[src/rtl/sermst_pkg.sv]
package sermst_pkg;
  localparam int unsigned WORD_W = 32;
  localparam int unsigned BITS_W = 6;

  localparam logic [7:0] OFS_MODE = 8'h20;
  localparam logic [7:0] OFS_EVT  = 8'h24;
  localparam logic [7:0] OFS_MASK = 8'h28;
  localparam logic [7:0] OFS_CMD  = 8'h2C;
  localparam logic [7:0] OFS_TX   = 8'h30;
  localparam logic [7:0] OFS_RX   = 8'h34;

  localparam int unsigned MB_LOOP = 30;
  localparam int unsigned MB_MSB  = 26;
  localparam int unsigned MB_MST  = 25;
  localparam int unsigned MB_EN   = 24;
  localparam int unsigned EB_RNE  = 9;
  localparam int unsigned EB_TNF  = 8;
  localparam logic [31:0] MODE_KEEP = 32'h47FF_0000;

  // Character length in bits from the 4-bit length code.
  function automatic logic [BITS_W-1:0] char_bits(input logic [3:0] code);
    if (code == 4'd0)     return BITS_W'(32);
    else if (code < 4'd3) return BITS_W'(4);
    else                  return BITS_W'(code) + BITS_W'(1);
  endfunction

  // System clocks per serial-clock half period.
  function automatic int unsigned half_cycles(input logic [3:0] pre, input int unsigned unit);
    return ((pre == 4'd0) ? 16 : int'(pre)) * unit;
  endfunction
endpackage

[src/rtl/sermst_clkgen.sv]
module sermst_clkgen #(
  parameter int unsigned HALF_W = 7
) (
  input  logic              clk,
  input  logic              rst_n,
  input  logic              run,
  input  logic              restart,
  input  logic [HALF_W-1:0] half,
  output logic              tick
);
  logic [HALF_W-1:0] cnt_q;

  assign tick = run && (cnt_q == half - HALF_W'(1));

  always_ff @(posedge clk) begin
    if (!rst_n || restart || tick || !run) cnt_q <= '0;
    else                                   cnt_q <= cnt_q + HALF_W'(1);
  end
endmodule

[src/rtl/sermst_shifter.sv]
module sermst_shifter
  import sermst_pkg::*;
#(
  parameter int unsigned HALF_UNIT = 4,
  localparam int unsigned HALF_W = $clog2(16 * HALF_UNIT + 1)
) (
  input  logic              clk,
  input  logic              rst_n,
  input  logic              start,
  input  logic [3:0]        cfg_len,
  input  logic [3:0]        cfg_pre,
  input  logic              cfg_msb,
  input  logic              cfg_loop,
  input  logic [WORD_W-1:0] tx_word,
  input  logic              miso,
  output logic              busy,
  output logic              done,
  output logic              sck,
  output logic              mosi,
  output logic [WORD_W-1:0] rx_word
);
  logic [WORD_W-1:0] tx_sh, rx_sh;
  logic [BITS_W-1:0] nbits_q, left_q, load_bits;
  logic [HALF_W-1:0] half_q;
  logic              msb_q, loop_q, sck_q, busy_q, done_q, tick;
  logic              out_bit, in_bit;

  assign load_bits = char_bits(cfg_len);
  assign out_bit   = msb_q ? tx_sh[WORD_W-1] : tx_sh[0];
  assign in_bit    = loop_q ? out_bit : miso;

  sermst_clkgen #(.HALF_W(HALF_W)) u_clk (
    .clk(clk), .rst_n(rst_n), .run(busy_q), .restart(start),
    .half(half_q), .tick(tick)
  );

  always_ff @(posedge clk) begin
    if (!rst_n) begin
      tx_sh <= '0; rx_sh <= '0; nbits_q <= BITS_W'(32); left_q <= '0;
      half_q <= HALF_W'(HALF_UNIT); msb_q <= 1'b0; loop_q <= 1'b0;
      sck_q <= 1'b0; busy_q <= 1'b0; done_q <= 1'b0;
    end else begin
      done_q <= 1'b0;
      if (start && !busy_q) begin
        tx_sh   <= cfg_msb ? (tx_word << (BITS_W'(32) - load_bits)) : tx_word;
        rx_sh   <= '0;
        nbits_q <= load_bits;
        left_q  <= load_bits;
        half_q  <= HALF_W'(half_cycles(cfg_pre, HALF_UNIT));
        msb_q   <= cfg_msb;
        loop_q  <= cfg_loop;
        sck_q   <= 1'b0;
        busy_q  <= 1'b1;
      end else if (tick) begin
        if (!sck_q) begin
          sck_q <= 1'b1;
          rx_sh <= msb_q ? {rx_sh[WORD_W-2:0], in_bit} : {in_bit, rx_sh[WORD_W-1:1]};
        end else begin
          sck_q  <= 1'b0;
          tx_sh  <= msb_q ? (tx_sh << 1) : (tx_sh >> 1);
          left_q <= left_q - BITS_W'(1);
          if (left_q == BITS_W'(1)) begin
            busy_q <= 1'b0;
            done_q <= 1'b1;
          end
        end
      end
    end
  end

  assign busy    = busy_q;
  assign done    = done_q;
  assign sck     = sck_q;
  assign mosi    = busy_q & out_bit;
  assign rx_word = msb_q ? rx_sh : (rx_sh >> (BITS_W'(32) - nbits_q));
endmodule

[src/rtl/sermst_evt.sv]
module sermst_evt (
  input  logic       clk,
  input  logic       rst_n,
  input  logic       accept,
  input  logic       handoff,
  input  logic       done,
  input  logic       clr_we,
  input  logic [1:0] clr_bits,
  input  logic [1:0] mask_bits,
  output logic       tnf,
  output logic       rne,
  output logic       irq
);
  always_ff @(posedge clk) begin
    if (!rst_n) begin
      tnf <= 1'b1;
      rne <= 1'b0;
    end else begin
      if (done)                         rne <= 1'b1;
      else if (clr_we && clr_bits[1])   rne <= 1'b0;
      if (accept)                       tnf <= 1'b0;
      else if (handoff)                 tnf <= 1'b1;
      else if (clr_we && clr_bits[0])   tnf <= 1'b0;
    end
  end

  assign irq = |({rne, tnf} & mask_bits);
endmodule

[src/rtl/sermst_ctrl.sv]
module sermst_ctrl
  import sermst_pkg::*;
#(
  parameter int unsigned HALF_UNIT = 4
) (
  input  logic        clk,
  input  logic        rst_n,
  input  logic        bus_sel,
  input  logic        bus_we,
  input  logic [7:0]  bus_addr,
  input  logic [31:0] bus_wdata,
  output logic [31:0] bus_rdata,
  output logic        sck_o,
  output logic        mosi_o,
  input  logic        miso_i,
  output logic        irq_o
);
  logic [31:0] mode_q, mask_q, rx_q, txbuf_q, rx_word, ev_word;
  logic        pend_q, wr, tx_wr, tx_ok, start, mode_en;
  logic        eng_busy, eng_done, ev_tnf, ev_rne;

  assign wr      = bus_sel && bus_we;
  assign tx_wr   = wr && (bus_addr == OFS_TX);
  assign mode_en = mode_q[MB_EN];
  assign tx_ok   = tx_wr && mode_en;
  assign start   = pend_q && !eng_busy;

  always_ff @(posedge clk) begin
    if (!rst_n) begin
      mode_q <= '0; mask_q <= '0; rx_q <= '0; txbuf_q <= '0; pend_q <= 1'b0;
    end else begin
      if (wr && bus_addr == OFS_MODE) mode_q <= bus_wdata & MODE_KEEP;
      if (wr && bus_addr == OFS_MASK) mask_q <= bus_wdata;
      if (tx_ok) begin
        txbuf_q <= bus_wdata;
        pend_q  <= 1'b1;
      end else if (start) begin
        pend_q  <= 1'b0;
      end
      if (eng_done) rx_q <= rx_word;
    end
  end

  sermst_shifter #(.HALF_UNIT(HALF_UNIT)) u_shift (
    .clk(clk), .rst_n(rst_n), .start(start),
    .cfg_len(mode_q[23:20]), .cfg_pre(mode_q[19:16]),
    .cfg_msb(mode_q[MB_MSB]), .cfg_loop(mode_q[MB_LOOP]),
    .tx_word(txbuf_q), .miso(miso_i),
    .busy(eng_busy), .done(eng_done), .sck(sck_o), .mosi(mosi_o),
    .rx_word(rx_word)
  );

  sermst_evt u_evt (
    .clk(clk), .rst_n(rst_n), .accept(tx_ok), .handoff(start),
    .done(eng_done), .clr_we(wr && bus_addr == OFS_EVT),
    .clr_bits({bus_wdata[EB_RNE], bus_wdata[EB_TNF]}),
    .mask_bits({mask_q[EB_RNE], mask_q[EB_TNF]}),
    .tnf(ev_tnf), .rne(ev_rne), .irq(irq_o)
  );

  always_comb begin
    ev_word = '0;
    ev_word[EB_RNE] = ev_rne;
    ev_word[EB_TNF] = ev_tnf;
  end

  always_comb begin
    case (bus_addr)
      OFS_MODE: bus_rdata = mode_q;
      OFS_EVT:  bus_rdata = ev_word;
      OFS_MASK: bus_rdata = mask_q;
      OFS_RX:   bus_rdata = rx_q;
      default:  bus_rdata = '0;
    endcase
  end
endmodule

[config.mk]
export PLATFORM = sky130hd
export DESIGN_NAME = sermst_ctrl
export DESIGN_NICKNAME = d
export VERILOG_FILES = /design/src/rtl/sermst_pkg.sv /design/src/rtl/sermst_clkgen.sv /design/src/rtl/sermst_shifter.sv /design/src/rtl/sermst_evt.sv /design/src/rtl/sermst_ctrl.sv
export SDC_FILE = /design/constraint.sdc
export NUM_CORES = 1
export LEC_CHECK = 0
export BUFFER_PORTS_ARGS = -buffer_cell sky130_fd_sc_hd__buf_2
export CORE_MARGIN = 2
export CORE_UTILIZATION = 55
export DETAILED_ROUTE_END_ITERATION = 8
export PLACE_DENSITY_LB_ADDON = 0.3
export SLEW_MARGIN = 20
export SYNTH_ARGS = -nofsm -noshare
export SYNTH_HDL_FRONTEND = slang
export SYNTH_HIERARCHICAL = 1
export SYNTH_SLANG_ARGS = --single-unit
[constraint.sdc]
create_clock -name clk -period 4.25 [get_ports clk]
set_clock_uncertainty 0.05 [all_clocks]
set_input_delay 0.6375 -clock clk [delete_from_list [all_inputs] [get_ports clk]]
set_output_delay 0.6375 -clock clk [all_outputs]
set_load 0.02 [all_outputs]
# == Yosys cells after proc, flatten, opt, wreduce, memory -nomap -nowiden ==
# Cells that the tools add are included.
# W data, S select, Z words.
# word_totals
input_bits,45
reg_bits,204
output_inout_bits,35
word_cells,98
# classes
addsub,6
magnitude_cmp,1
n_mux,29
shift,2
bitwise,5
reduce_logical,30
eq_ne,7
# op_table
op,count
$mux W32,7
$pmux W32 S4,1
$eq A8 B6 Y1 const B,5
$shl A32 B6 Y32,1
$shr A32 B6 Y32,1
$mux W6,5
$mux W1,15
$sub A6 B6 Y6 const A,2
$logic_and A1 B1 Y1,11
$reduce_bool A2 Y1,5
$logic_not A4 Y1,2
$add A7 B1 Y7 const B,1
$eq A7 B7 Y1,1
$sub A7 B1 Y7 const B,1
$eq A6 B1 Y1 const B,1
$sub A6 B1 Y6 const B,1
$add A4 B1 Y5 const B,1
$mux W5,1
$lt A4 B2 Y1 const B,1
$reduce_and A2 Y1,2
$reduce_or A2 Y1,2
$reduce_or A4 Y1,1
$logic_or A1 B1 Y1,3
$not A1 Y1,3
other kinds (5),6

# == Longest topological paths before layout ==
# logic_depth
ltp_word,7
depth_mapped,17
ltp_nobuf,12

# == Hierarchy ==
# The synthesis kept the hierarchy.
# by_module_without_submodules
mod,n_inst,area_each_um2,seq_area_each_um2,cells_each
sermst_shifter,1,7991.4,1721.7,977
sermst_ctrl,1,4601.9,2182.1,473
sermst_clkgen,1,549.3,140.1,66
sermst_evt,1,95.1,40.0,10

# == Least setup slack after synthesis ==
# Ideal clock, no wire load.
# synth_timing
path_kind,flip-flop to flip-flop
from,register mode_q[20]
to,register u_shift.tx_sh[25]
required_ns,4.077
slack_ns,0.431
synth_period_minus_slack_ns,3.819
t_arrival_ns,3.646
n_path_buf,6
setup_time_ns,0.123
path_stages_with_launch,18
cell_sequence,dfxtp_1 -> buf_4 -> inv_1 -> ha_1 -> nand2b_2 -> a21oi_4 -> buf_6 -> buf_4 -> inv_1 -> ha_1 -> buf_4 -> buf_4 -> buf_2 -> mux4_2 -> mux2i_1 -> nor3_1 -> a2111oi_2 -> o21ai_1
# synth_via
elab_chain_len,7
elab_cells_between_ends,9
cone_classes,add/sub (2); order compare (1); shift (1); mux (4); reduce/logical (1)
# synth_rtl
element,line,text
from (decl),sermst_ctrl.sv:18,"logic [31:0] mode_q, mask_q, rx_q, txbuf_q, rx_word, ev_word;"
from (signal assigned),sermst_ctrl.sv:32,if (wr && bus_addr == OFS_MODE) mode_q <= bus_wdata & MODE_KEEP;
$add A4 B1 Y5 or $lt A4 B2 Y1 (tied branches),"sermst_pkg.sv:24, sermst_pkg.sv:23",
$mux W6,sermst_pkg.sv:23,else if (code < 4'd3) return BITS_W'(4);
$mux W6 *,sermst_pkg.sv:22,if (code == 4'd0) return BITS_W'(32);
$sub A6 B6 Y6 *,sermst_shifter.sv:45,tx_sh <= cfg_msb ? (tx_word << (BITS_W'(32) - load_bits)) : tx_word;
$shl A32 B6 Y32 *,sermst_shifter.sv:45,
$mux W32 *,sermst_shifter.sv:45,
$mux W32 *,sermst_shifter.sv:44,if (start && !busy_q) begin
to (signal assigned),sermst_shifter.sv:45,
to (signal assigned),sermst_shifter.sv:60,tx_sh <= msb_q ? (tx_sh << 1) : (tx_sh >> 1);
to (decl),sermst_shifter.sv:22,"logic [WORD_W-1:0] tx_sh, rx_sh;"
# Every way passes the cells marked *; elsewhere a longest branch is shown, timed or not.
# A chain may end at the register's enable or synchronous reset.

# == Final worst setup path ==
# layout_timing
from,register mode_q[20]
to,register u_shift.tx_sh[13]
# Same word-level chain as after synthesis.

==> results.tsv <==
stage	metric	value	unit
logic_synthesis	ys_types	89	
cells_and_area	antennaDiodeCount	0	
setup_path	slowest_delay	0.71	ns
detailed_routing	viasPerCell	6.33	
setup_path	path_delay_family	multiplexers	
status	status	completed	
timing	fmax	266	MHz
cells_and_area	area_delta_synth_final	10.6	%
setup_path	r2r-end	u_shift/tx_sh[13]	
global_route	groute.usage.overall	31.2	%
floorplan	floorplan.die.height	159	um
job	maxCapViolations	0	
timing	tightest_slew	1.14	ns
timing	final_hold_viol_count	0	
placement	globalplace.congestion	1.02	
clock_network	clock_sinks	204	
logic_synthesis	synth_seq_cells	204	
setup_path	worst-setup-path-type	reg2reg	
clock_network	tritoncts	built	
clock_network	clkTransAtPathRegs	0.06	ns
global_route	grt_pass1_wl	63400	um
floorplan	initial_core_util	56.2	%
cells_and_area	most-common-layout-cells	nand2_1 (274), dfxtp_1 (202), mux2i_1 (194)	
logic_synthesis	synth_cells	1526	
global_route	antenna_found_initial	0	
floorplan	die_w	159	um
clock_network	cts_resized	0	
setup_path	endpoint_kind	flip-flop	
hold_path	worstHoldStart	bus_wdata[9]	
global_route	grt_max_degree	190	
logic_synthesis	yosysSeqAreaShare	30.9	%
power_and_ir_drop	ir_drop	0.285	mV
timing	rsz0062_at_grt	no	
setup_path	worstPathCellList	inv_1, ha_1, nand2b_2, a21oi_4, inv_1, ha_2, mux4_2, mux4_2, a221oi_1, nor2_1	
placement	pre_cts_slack	0.516	ns
timing	setup_viol	0	
timing	setup_slack	0.489	ns
logic_synthesis	avgSynthCellArea	8.67	sq um
hold_path	hp-class	in2reg	
setup_path	rr_worst_depth	10	
setup_path	r2r_start	mode_q[20]	
logic_synthesis	yosysWarnings	6	
clock_network	clockBufferDepth	3	
global_route	grt_pass1_vias	11100	
logic_synthesis	synth_edf_count	0	
detailed_routing	drt-pass1-iter-count	6	
detailed_routing	drt_iter0_markers	1351	
setup_path	reg2reg_setup_slack	0.49	ns
cells_and_area	fin_nets	1596	
floorplan	core_area	23500	sq um
cells_and_area	postLayoutCoreUtil	62.2	%
detailed_routing	routed_wl	40500	um
power_and_ir_drop	leakagePower	5.65	nW
setup_path	critical_path.startpoint_type	flip-flop	
hold_path	hold_end	u_evt/rne	
timing	slew_viol_final	0	
setup_path	path_buf_inv	2	
cells_and_area	final_common_cell	nand2_1	
clock_network	insertion_delay	0.52	ns
placement	dp_hpwl	28900	um
setup_path	worstPathRequired	4.61	ns
logic_synthesis	synthesis.area	13200	sq um
clock_network	cts_setup_buffers	0	
clock_network	cts_hold_buf	0	
timing	setup_tns	0	ns
floorplan	pin_count	80	
logic_synthesis	async_reset_ff_share	0	%
cells_and_area	nFillCells	2077	
detailed_routing	num_vias	11900	
timing	max_slew_margin	23.8	%
power_and_ir_drop	p_total	4.26	mW
clock_network	htree_levels	1	
clock_network	clock-root-buffer	clkbuf_16	
timing	fin_crit_sh	88.5	%
placement	numPortBuffers	79	
timing	period_needed	3.76	ns
clock_network	numCtsBuffers	24	
floorplan	die_area	25300	sq um
setup_path	cp.arrival	4.12	ns
floorplan	placementRows	56	
cells_and_area	drive_above_1_share	16.0	%
detailed_routing	avgRoutedWirePerCell	21.6	um
hold_path	whs_path_depth	2	
detailed_routing	ant_nets	0	
setup_path	cp_max_fo	19	
detailed_routing	drc	0	
global_route	gr-total-overflow	0	
logic_synthesis	synth_ff_type	dfxtp_1	
setup_path	slowest_stage	ha_2	
power_and_ir_drop	power_density	291	nW/um^2
## report_power, final
part | internal (mW) | leakage [nW] | switching, mW
clock network | 1.39 | 0.425 | 0.849
registers | 1.91 | 1.64 | 0.000346
logic | 0.0377 | 3.58 | 0.0718
## registers in the layout, summed over array words and instances (netlist names)
name and cells:
u_shift/rx_sh 32, mode_q 12, u_shift/done 1, u_shift/msb_q 1
u_shift/u_clk/cnt_q 7, mask_q 32, u_shift/busy 1, u_shift/left_q 6
u_shift/nbits_q 6, u_shift/half_q 5, u_evt/rne 1, u_shift/sck 1
u_shift/loop_q 1, u_evt/tnf 1, pend_q 1, rx_q 32
txbuf_q 32, u_shift/tx_sh 32
## worst reg2reg max path: stages (launching register included)
cell and delay (ns):
dfxtp_1 0.57, inv_1 0.09, ha_1 0.26, nand2b_2 0.22, a21oi_4 0.17, inv_1 0.06, ha_2 0.71, mux4_2 0.65
mux4_2 0.50, a221oi_1 0.28, nor2_1 0.08
## worst max-delay path by stage
stage | start | depth (start not counted) | slack [ns] | endpoint
6_report | mode_q[20] | 10 | 0.49 | u_shift/tx_sh[13]
4_1_cts | mode_q[20] | 10 | 0.50 | u_shift/tx_sh[13]
3_5_place_dp | mode_q[20] | 10 | 0.52 | u_shift/tx_sh[13]
2_1_floorplan | mode_q[20] | 17 | 0.43 | u_shift/tx_sh[25]
5_1_grt | mode_q[20] | 12 | 0.11 | u_shift/tx_sh[15]
3_3_place_gp | mode_q[20] | 10 | 0.63 | u_shift/tx_sh[13]
## per-stage QoR
stage / hold WS (ns) / std cells / cell area [sq um]
2_1_floorplan: 0.380 / 1534 / 13300
3_3_place_gp: 0.388 / 1835 / 13800
3_5_place_dp: 0.407 / 1835 / 13800
4_1_cts: 0.285 / 1879 / 14600
5_1_grt: 0.297 / 1880 / 14600
6_report: 0.307 / 1880 / 14600
## final cells by class
type                            instances  area, sq um  share of cell area [%]
Multi-Input combinational cell       1168         8480                    57.9
Sequential cell                       204         4090                    27.9
Clock buffer                           32          692                    4.73
Timing Repair Buffer                  110          681                    4.65
Tap cell                              319          399                    2.73
Clock inverter                         12          170                    1.16
Inverter                               35          131                   0.898
## layer usage
metal / GRT usage, % / routed length [um]
met2: 47.6 / 17500
met1: 43.5 / 17600
met5: 0 / 0
met4: 12.9 / 1760
met3: 6.02 / 3650
## Yosys cell counts (all sizes together) (4+ instances only)
| cell type | instances | area, sq um |
|---|---|---|
| and2 | 6 | 37.5 |
| dfxtp | 204 | 4080 |
| inv | 35 | 131 |
| nor3b | 4 | 30.0 |
| clkbuf | 72 | 270 |
| a31oi | 47 | 294 |
| nand2 | 274 | 1030 |
| xor2 | 11 | 115 |
| a211oi | 7 | 57.6 |
| ha | 8 | 100 |
| a221o | 16 | 160 |
| nand3 | 30 | 155 |
| xnor2 | 15 | 176 |
| nor3 | 26 | 130 |
| nor2 | 63 | 244 |
| o211ai | 19 | 143 |
| buf | 55 | 345 |
| or4 | 4 | 37.5 |
| o221ai | 13 | 120 |
| o21ai | 96 | 484 |
| a21boi | 10 | 75.1 |
| nand4 | 4 | 25.0 |
| or3 | 5 | 31.3 |
| a22o | 19 | 166 |
| a221oi | 8 | 87.6 |
| mux2i | 194 | 1940 |
| a311oi | 5 | 43.8 |
| and3 | 9 | 56.3 |
| nor2b | 44 | 275 |
| mux4 | 49 | 1100 |
| mux2 | 16 | 180 |
| nand2b | 42 | 265 |
| a21oi | 62 | 333 |
## cells by family (layout without fill, tap and decap cells)
kind of cell,count (synthesis),count (layout),share of synthesized area (%)
and+or+nand+nor,529,529,18.8
AOI/OAI and AO/OA,336,336,17.2
muxes,259,259,24.4
DFF,204,204,30.9
buffers and inverters,162,189,5.64
xor gates and xnor gates,27,27,2.37
adders and majority gates,8,8,0.756
other,1,9,0.0283
Note: power is estimated with default switching activity, not from simulation.
